## src/rtl/xfer_path_pkg.sv

```systemverilog
package xfer_path_pkg;
    localparam logic [3:0] IDX_CNT_LO  = 4'h0;
    localparam logic [3:0] IDX_CNT_MID = 4'h1;
    localparam logic [3:0] IDX_FIFO    = 4'h2;
    localparam logic [3:0] IDX_CMD     = 4'h3;
    localparam logic [3:0] IDX_STATUS  = 4'h4;
    localparam logic [3:0] IDX_FLAGS   = 4'h7;
    localparam logic [3:0] IDX_CNT_HI  = 4'hE;

    localparam logic [6:0] OP_FLUSH    = 7'h01;
    localparam int         CMD_DMA_BIT = 7;

    localparam int STAT_ZERO_BIT = 4;
    localparam int STAT_DONE_BIT = 3;

    typedef struct packed {
        logic armed;
        logic pulse;
        logic seen;
    } done_state_t;
endpackage

```

## src/rtl/xfer_fifo.sv

```systemverilog
module xfer_fifo #(
    parameter int DEPTH = 16,
    parameter int W     = 8
) (
    input  logic                         clk,
    input  logic                         rst_n,
    input  logic                         push,
    input  logic [W-1:0]                 push_data,
    input  logic                         pop,
    input  logic                         flush,
    output logic [W-1:0]                 head,
    output logic [$clog2(DEPTH+1)-1:0]   count,
    output logic                         full,
    output logic                         empty
);
    localparam int PW = (DEPTH > 1) ? $clog2(DEPTH) : 1;
    localparam int CW = $clog2(DEPTH + 1);
    localparam logic [PW-1:0] LAST = PW'(DEPTH - 1);

    typedef struct packed {
        logic [DEPTH-1:0][W-1:0] mem;
        logic [PW-1:0]           wp;
        logic [PW-1:0]           rp;
        logic [CW-1:0]           cnt;
    } fifo_state_t;

    fifo_state_t st_d, st_q;

    logic do_push, do_pop;

    always_comb begin
        st_d    = st_q;
        do_push = push && (st_q.cnt != CW'(DEPTH));
        do_pop  = pop  && (st_q.cnt != '0);
        if (flush) begin
            st_d.wp  = '0;
            st_d.rp  = '0;
            st_d.cnt = '0;
        end else begin
            if (do_push) begin
                st_d.mem[st_q.wp] = push_data;
                st_d.wp = (st_q.wp == LAST) ? '0 : st_q.wp + 1'b1;
            end
            if (do_pop) begin
                st_d.rp = (st_q.rp == LAST) ? '0 : st_q.rp + 1'b1;
            end
            case ({do_push, do_pop})
                2'b10:   st_d.cnt = st_q.cnt + 1'b1;
                2'b01:   st_d.cnt = st_q.cnt - 1'b1;
                default: st_d.cnt = st_q.cnt;
            endcase
        end
    end

    always_ff @(posedge clk or negedge rst_n) begin
        if (!rst_n) begin
            st_q <= '0;
        end else begin
            st_q <= st_d;
        end
    end

    assign head  = st_q.mem[st_q.rp];
    assign count = st_q.cnt;
    assign full  = (st_q.cnt == CW'(DEPTH));
    assign empty = (st_q.cnt == '0);

    AST_NO_OVERFLOW: assert property (@(posedge clk) disable iff (!rst_n)
        st_q.cnt <= CW'(DEPTH)) else $error("fifo count beyond depth");

    AST_FLUSH_EMPTY: assert property (@(posedge clk) disable iff (!rst_n)
        flush |=> empty) else $error("flush left data");

    AST_FULL_PUSH_HELD: assert property (@(posedge clk) disable iff (!rst_n)
        (push && full && !pop && !flush) |=> (count == $past(count))) else $error("write to full changed count");
endmodule

```

## src/rtl/xfer_counter.sv

```systemverilog
module xfer_counter #(
    parameter int CNT_W = 24
) (
    input  logic                        clk,
    input  logic                        rst_n,
    input  logic [((CNT_W+7)/8)-1:0]    byte_we,
    input  logic [7:0]                  wdata,
    input  logic                        load,
    input  logic                        dec,
    output logic [CNT_W-1:0]            count,
    output logic                        zero
);
    localparam int NB = (CNT_W + 7) / 8;

    typedef struct packed {
        logic [NB-1:0][7:0] stage;
        logic [CNT_W-1:0]   cnt;
    } cnt_state_t;

    cnt_state_t st_d, st_q;

    always_comb begin
        st_d = st_q;
        for (int b = 0; b < NB; b++) begin
            if (byte_we[b]) begin
                st_d.stage[b] = wdata;
            end
        end
        if (load) begin
            st_d.cnt = CNT_W'(st_q.stage);
        end else if (dec && (st_q.cnt != '0)) begin
            st_d.cnt = st_q.cnt - 1'b1;
        end
    end

    always_ff @(posedge clk or negedge rst_n) begin
        if (!rst_n) begin
            st_q <= '0;
        end else begin
            st_q <= st_d;
        end
    end

    assign count = st_q.cnt;
    assign zero  = (st_q.cnt == '0);

    AST_DEC_BY_ONE: assert property (@(posedge clk) disable iff (!rst_n)
        (dec && !load) |=> (count == $past(count) - CNT_W'(1))) else $error("counter step wrong");

    AST_NO_DEC_AT_ZERO: assert property (@(posedge clk) disable iff (!rst_n)
        !(dec && zero)) else $error("byte moved at zero count");

    AST_HOLD_IDLE: assert property (@(posedge clk) disable iff (!rst_n)
        (!dec && !load) |=> $stable(count)) else $error("counter drifted");
endmodule

```

## src/rtl/xfer_flags.sv

```systemverilog
module xfer_flags #(
    parameter int  CW          = 5,
    parameter bit  OFFSET_FLAG = 1'b0
) (
    input  logic [CW-1:0] fifo_count,
    input  logic [2:0]    seq_step,
    input  logic          sync_off_nz,
    output logic [7:0]    flags
);
    always_comb begin
        flags = {seq_step, 5'(fifo_count)};
        if (OFFSET_FLAG) begin
            flags[5] = sync_off_nz;
        end
    end
endmodule

```

## src/rtl/xfer_path.sv

```systemverilog
module xfer_path
    import xfer_path_pkg::*;
#(
    parameter int DEPTH       = 16,
    parameter int CNT_W       = 24,
    parameter bit OFFSET_FLAG = 1'b0
) (
    input  logic       clk,
    input  logic       rst_n,
    input  logic       dir_rx,
    input  logic       host_wr,
    input  logic       host_rd,
    input  logic [3:0] host_idx,
    input  logic [7:0] host_wdata,
    output logic [7:0] host_rdata,
    input  logic [2:0] seq_step,
    input  logic       sync_off_nz,
    input  logic       bin_valid,
    input  logic [7:0] bin_data,
    output logic       bin_ready,
    output logic       bout_valid,
    output logic [7:0] bout_data,
    input  logic       bout_ready,
    output logic       tc_zero,
    output logic       xfer_done
);
    localparam int NB = (CNT_W + 7) / 8;
    localparam int FC = $clog2(DEPTH + 1);

    logic           wr_fifo, rd_fifo, cmd_wr, flush, load, bus_hold;
    logic           rx_move, tx_move, push, pop, dec;
    logic [7:0]     push_data, head, flags;
    logic [FC-1:0]  fifo_count;
    logic           fifo_full, fifo_empty, cnt_zero;
    logic [CNT_W-1:0] cnt;
    logic [NB-1:0]  byte_we;

    done_state_t    dn_d, dn_q;

    // host decode
    always_comb begin
        wr_fifo  = host_wr && (host_idx == IDX_FIFO);
        rd_fifo  = host_rd && (host_idx == IDX_FIFO);
        cmd_wr   = host_wr && (host_idx == IDX_CMD);
        flush    = cmd_wr && (host_wdata[6:0] == OP_FLUSH);
        load     = cmd_wr && host_wdata[CMD_DMA_BIT];
        bus_hold = wr_fifo || rd_fifo || cmd_wr;
        byte_we  = '0;
        byte_we[0]    = host_wr && (host_idx == IDX_CNT_LO);
        byte_we[1]    = host_wr && (host_idx == IDX_CNT_MID);
        byte_we[NB-1] = host_wr && (host_idx == IDX_CNT_HI);
    end

    // bus side
    always_comb begin
        bin_ready  = dir_rx  && !cnt_zero && !fifo_full  && !bus_hold;
        bout_valid = !dir_rx && !cnt_zero && !fifo_empty && !bus_hold;
        bout_data  = head;
        rx_move    = bin_valid && bin_ready;
        tx_move    = bout_valid && bout_ready;
        push       = rx_move || (wr_fifo && !fifo_full);
        push_data  = rx_move ? bin_data : host_wdata;
        pop        = tx_move || (rd_fifo && !fifo_empty);
        dec        = rx_move || tx_move;
    end

    xfer_fifo #(.DEPTH(DEPTH), .W(8)) u_fifo (
        .clk       (clk),
        .rst_n     (rst_n),
        .push      (push),
        .push_data (push_data),
        .pop       (pop),
        .flush     (flush),
        .head      (head),
        .count     (fifo_count),
        .full      (fifo_full),
        .empty     (fifo_empty)
    );

    xfer_counter #(.CNT_W(CNT_W)) u_cnt (
        .clk     (clk),
        .rst_n   (rst_n),
        .byte_we (byte_we),
        .wdata   (host_wdata),
        .load    (load),
        .dec     (dec),
        .count   (cnt),
        .zero    (cnt_zero)
    );

    xfer_flags #(.CW(FC), .OFFSET_FLAG(OFFSET_FLAG)) u_flags (
        .fifo_count  (fifo_count),
        .seq_step    (seq_step),
        .sync_off_nz (sync_off_nz),
        .flags       (flags)
    );

    // completion tracking
    always_comb begin
        dn_d       = dn_q;
        dn_d.pulse = 1'b0;
        if (load) begin
            dn_d.armed = 1'b1;
            dn_d.seen  = 1'b0;
        end else if (dn_q.armed && cnt_zero && fifo_empty) begin
            dn_d.armed = 1'b0;
            dn_d.pulse = 1'b1;
            dn_d.seen  = 1'b1;
        end
    end

    always_ff @(posedge clk or negedge rst_n) begin
        if (!rst_n) begin
            dn_q <= '0;
        end else begin
            dn_q <= dn_d;
        end
    end

    // host read mux
    always_comb begin
        host_rdata = '0;
        if (host_rd) begin
            case (host_idx)
                IDX_CNT_LO:  host_rdata = 8'(cnt);
                IDX_CNT_MID: host_rdata = 8'(cnt >> 8);
                IDX_CNT_HI:  host_rdata = 8'(cnt >> (8 * (NB - 1)));
                IDX_FIFO:    host_rdata = fifo_empty ? 8'h00 : head;
                IDX_STATUS: begin
                    host_rdata[STAT_ZERO_BIT] = cnt_zero;
                    host_rdata[STAT_DONE_BIT] = dn_q.seen;
                end
                IDX_FLAGS:   host_rdata = flags;
                default:     host_rdata = '0;
            endcase
        end
    end

    assign tc_zero   = cnt_zero;
    assign xfer_done = dn_q.pulse;

    AST_ZERO_STALLS: assert property (@(posedge clk) disable iff (!rst_n)
        tc_zero |-> (!bin_ready && !bout_valid)) else $error("bus open at zero");

    AST_DONE_SINGLE: assert property (@(posedge clk) disable iff (!rst_n)
        xfer_done |=> !xfer_done) else $error("done wider than one cycle");

    AST_DONE_CAUSE: assert property (@(posedge clk) disable iff (!rst_n)
        $rose(xfer_done) |-> ($past(tc_zero) && $past(fifo_empty))) else $error("done without drain");

    AST_EMPTY_READ_ZERO: assert property (@(posedge clk) disable iff (!rst_n)
        (rd_fifo && fifo_empty) |-> (host_rdata == 8'h00)) else $error("empty read nonzero");

    AST_HOST_FIRST: assert property (@(posedge clk) disable iff (!rst_n)
        (wr_fifo || rd_fifo || cmd_wr) |-> (!bin_ready && !bout_valid)) else $error("bus beat during host access");
endmodule

```

## config.mk

```make
export PLATFORM = sky130hd
export DESIGN_NAME = xfer_path
export DESIGN_NICKNAME = d
export VERILOG_FILES = /design/src/rtl/xfer_path_pkg.sv /design/src/rtl/xfer_fifo.sv /design/src/rtl/xfer_counter.sv /design/src/rtl/xfer_flags.sv /design/src/rtl/xfer_path.sv
export SDC_FILE = /design/constraint.sdc
export NUM_CORES = 1
export LEC_CHECK = 0
export BUFFER_PORTS_ARGS = -buffer_cell sky130_fd_sc_hd__buf_2
export CAP_MARGIN = 20
export CORE_MARGIN = 4
export CORE_UTILIZATION = 40
export DETAILED_ROUTE_END_ITERATION = 8
export HOLD_SLACK_MARGIN = 0.03
export PLACE_DENSITY_LB_ADDON = 0.12
export SLEW_MARGIN = 20
export SYNTH_ARGS = -nofsm -noshare
export SYNTH_HDL_FRONTEND = slang
export SYNTH_HIERARCHICAL = 1
export SYNTH_SLANG_ARGS = --single-unit
```

## constraint.sdc

```tcl
create_clock -name clk -period 10.5 [get_ports clk]
set_input_delay 1.05 -clock clk [delete_from_list [all_inputs] [get_ports clk]]
set_output_delay 1.05 -clock clk [all_outputs]
set_load 0.02 [all_outputs]
```

==> flow_metrics.tcl <==
set metrics [dict create \
    number_of_synthesized_flops_with_an_enable_pin 0 \
    post-layout-total-power_mw 2.96 \
    yosysWarningCount 6 \
    grt_pass1_wl_um 40300 \
    crit_path_start "u_cnt/count[0]$_DFFE_PN0P_" \
    placement_rows 58 \
    postCtsHoldBufs 0 \
    die_span_in_x_um 169 \
    slew-limit-headroom 0.390 \
    worst_setup_end_kind "flop" \
    wl_per_cell_um 22.5 \
    synth_area_sq_um 10300 \
    worst_ep_arrival_time_ps 4780 \
    cts_root_buf "sky130_fd_sc_hd__clkbuf_16" \
    drive_above_1_share 0.411 \
    detailedPlacementHpwl_um 17500 \
    initial_core_util 0.408 \
    dp_cells 1111 \
    vias_per_cell 5.73 \
    post_cts_buffers 0 \
    timing.critical_path.fanout_max 15 \
    setup_violating_endpoint_count_in_the_final_report 0 \
    grt_overflow 0 \
    die-height_um 169 \
    final_hold_violations 0 \
    count_of_routing_violations_after_the_opening_detailed_route_iteration 514 \
    gp_congestion 0.890 \
    timing.critical_path.from_type "flop" \
    sink_count 192 \
    final_antenna_net_count 0 \
    resized_after_cts 0 \
    critPathKind "reg -> reg" \
    port_buffers 49 \
    power.density_cell_area_nw_per_um2 265 \
    outcome "finished, final reports clean" \
    p_leak_nw 4.90 \
    layout_setup_ws_ps 6030 \
    pre_cts_ws_ps 6040 \
    syn2layout_area_growth_pct 7.83 \
    setup.reg_to_reg.worst_slack_ps 6030 \
    clock.fmax_mhz 224 \
    drv.max_cap_violation_count 0 \
    finalMaxSlewViolations 0 \
    grt_antenna_before_repair 0 \
    final_cells 1143 \
    ys_seq_area_frac 0.465 \
    yosys_register_bits 192 \
    crit-reg2reg-capture "u_fifo/count[2]$_DFFE_PN0P_" \
    insertion_delay_ps 430 \
    grt_util_all_layers 0.184 \
    antenna_cells_inserted 0 \
    worst-endpoint-required_ps 10810 \
    tritoncts "done" \
    ff2ff_path_depth 18 \
    num-nets-final 840 \
    synthesis.nets 851 \
    synth-async-reset-ratio 1.00 \
    dr_total_vias 6553 \
    grt_setup_unrepaired "false" \
    grt_start_max_net_pins 110 \
    cts.clk_slew.worst_paths_ps 80 \
    yosys.cell_types.count 73 \
    drc_errors 0 \
    timing.final.crit_period_ps 4470 \
    irDropWorstVdd_uv 116 \
    placement.cell_area_sq_um 10600 \
    final_standard_cell_area_without_fillers_sq_um 11100 \
    wire_length_reported_by_the_detailed_router_um 25700 \
    post_synth_inst_count 811 \
    critical_path.endpoint "u_fifo/count[2]$_DFFE_PN0P_" \
    clock_path_buffers 2 \
    setup_tns_ps 0 \
    die_outline_area_sq_um 28500 \
    postSynthAreaPerCell_sq_um 12.7 \
    tightest_slew_ps 915 \
    number_of_h_tree_levels 4 \
    cts_inserted_buffers 17 \
    pre_antenna_drt_iters 5 \
    crit-reg2reg-launch "u_cnt/count[0]$_DFFE_PN0P_" \
    period_share 0.425 \
    placeableCoreArea_sq_um 25300 \
    min_path_type "reg -> reg" \
    io_pins 51 \
    via_count_of_the_first_global_routing_pass 6879 \
    synth_top_flop_cell "sky130_fd_sc_hd__dfrtp_1" \
    timing.clock.skew_ps 19.0 \
]
how the worst min path moves through the flow:
stage / end / startpoint / depth (start not counted)
after global routing: dn_q[2]$_DFFE_PN0P_ / dn_q[2]$_DFFE_PN0P_ / 1
after CTS: u_cnt/count[4]$_DFFE_PN0P_ / u_cnt/st_q[28]$_DFFE_PN0P_ / 2
after detailed placement: dn_q[2]$_DFFE_PN0P_ / dn_q[2]$_DFFE_PN0P_ / 1
after floorplan: u_cnt/count[11]$_DFFE_PN0P_ / u_cnt/st_q[35]$_DFFE_PN0P_ / 2
after global placement: u_cnt/count[23]$_DFFE_PN0P_ / u_cnt/st_q[47]$_DFFE_PN0P_ / 2
final: dn_q[2]$_DFFE_PN0P_ / dn_q[2]$_DFFE_PN0P_ / 1
power breakdown:
group | total [mW] | internal (mW) | leakage, nW | switching, mW
Clock | 0.642 | 0.321 | 0.286 | 0.321
Combinational | 1.09 | 0.546 | 2.16 | 0.540
Sequential | 1.23 | 1.01 | 2.45 | 0.222
layer usage:
metal  vias to the layer above  global-route usage  routed length [um]
met2                       165               0.308               12700
li1                       2940                   -                   -
met5                         -                   0                   0
met3                        29              0.0383                1270
met1                      3419               0.244               11300
met4                         0              0.0498                 484
stage by stage:
stage,hold WS [ps],util
after floorplan,448,-
after global placement,462,0.417
after detailed placement,470,0.417
after CTS,490,0.440
after global routing,507,0.440
final,489,0.440
critical path, stage by stage, from the launching register on:
cell                      delay (ps)
sky130_fd_sc_hd__dfrtp_1         450
sky130_fd_sc_hd__inv_1           110
sky130_fd_sc_hd__ha_1            140
sky130_fd_sc_hd__or4b_1          480
sky130_fd_sc_hd__nor4_4          680
sky130_fd_sc_hd__nand2_1         190
sky130_fd_sc_hd__inv_1           220
sky130_fd_sc_hd__nor2_1          110
sky130_fd_sc_hd__nand2_4         160
sky130_fd_sc_hd__o31ai_1         100
sky130_fd_sc_hd__buf_4           180
sky130_fd_sc_hd__inv_1           180
sky130_fd_sc_hd__nor2_1           90
sky130_fd_sc_hd__nor2_1          200
sky130_fd_sc_hd__xor2_1          180
sky130_fd_sc_hd__ha_1            260
sky130_fd_sc_hd__nor3_1           70
sky130_fd_sc_hd__a32oi_1         190
sky130_fd_sc_hd__mux2_2          360
kinds of logic (layout without fill, tap and decap cells):
| group | after synthesis | count (layout) | synth area share |
|---|---|---|---|
| XOR/XNOR | 17 | 17 | 0.0144 |
| AND/OR/NAND/NOR | 186 | 186 | 0.110 |
| buffers and inverters | 103 | 105 | 0.0558 |
| adder cells (fa/ha/maj) | 9 | 9 | 0.0109 |
| multiplexers | 222 | 222 | 0.285 |
| AO/OA/AOI/OAI | 82 | 82 | 0.0591 |
| flip-flops | 192 | 192 | 0.465 |
state kept, by name, summed over array words and instances, names as in the netlist:
register,flops
u_fifo/count,5
u_cnt/st_q,24
u_cnt/count,24
dn_q,2
xfer_done,1
u_fifo/st_q,136
layout make-up:
cell class / instances / area (sq um)
Clock buffer: 18 / 429
Sequential cell: 192 / 4810
Multi-Input combinational cell: 516 / 4960
Inverter: 16 / 60.1
Clock inverter: 14 / 158
Fill cell: 2344 / 14200
Timing Repair Buffer: 57 / 318
Tap cell: 330 / 413
cell usage after synthesis (all sizes together) (4+ instances only):
| cell type | number | share of area |
|---|---|---|
| dfrtp | 192 | 0.47 |
| mux2 | 176 | 0.19 |
| buf | 60 | 0.039 |
| nor2 | 48 | 0.018 |
| mux4 | 40 | 0.087 |
| nand2 | 30 | 0.012 |
| clkbuf | 27 | 0.011 |
| nand3 | 25 | 0.019 |
| a21oi | 18 | 0.0098 |
| inv | 16 | 0.0058 |
| o21ai | 14 | 0.0071 |
| nor2b | 11 | 0.0069 |
| xor2 | 11 | 0.0093 |
| nor3 | 10 | 0.0059 |
| nor4 | 10 | 0.0087 |
| ha | 9 | 0.011 |
| nand4 | 9 | 0.0054 |
| a221o | 8 | 0.0078 |
| and3 | 8 | 0.0048 |
| a22oi | 6 | 0.0044 |
| a311o | 6 | 0.0058 |
| mux2i | 6 | 0.0058 |
| nand2b | 6 | 0.0036 |
| xnor2 | 6 | 0.0051 |
| a31oi | 5 | 0.0030 |
| nand3b | 4 | 0.0029 |
| nor3b | 4 | 0.0029 |
| o211ai | 4 | 0.0034 |
| or3 | 4 | 0.0025 |
cell usage in the layout (no fill, tap or decap), types with 7 or more instances in the layout:
cell type / Yosys / final
sky130_fd_sc_hd__a21oi_1: 17 / 17
sky130_fd_sc_hd__and3_1: 8 / 8
sky130_fd_sc_hd__xor2_1: 11 / 11
sky130_fd_sc_hd__mux2_2: 176 / 176
sky130_fd_sc_hd__dfrtp_1: 192 / 191
sky130_fd_sc_hd__nand4_1: 9 / 9
sky130_fd_sc_hd__buf_2: 18 / 48
sky130_fd_sc_hd__inv_1: 16 / 16
sky130_fd_sc_hd__nand3_1: 19 / 19
sky130_fd_sc_hd__mux4_2: 40 / 40
sky130_fd_sc_hd__nor2_1: 47 / 46
sky130_fd_sc_hd__nor3_1: 9 / 9
sky130_fd_sc_hd__nand2_1: 27 / 27
sky130_fd_sc_hd__buf_4: 40 / 7
sky130_fd_sc_hd__nor2b_1: 10 / 10
sky130_fd_sc_hd__clkbuf_16: 0 / 17
sky130_fd_sc_hd__nor4_1: 7 / 7
sky130_fd_sc_hd__a221o_1: 8 / 8
sky130_fd_sc_hd__o21ai_0: 12 / 12
sky130_fd_sc_hd__ha_1: 9 / 9
Power figures use the tool's default switching activity.
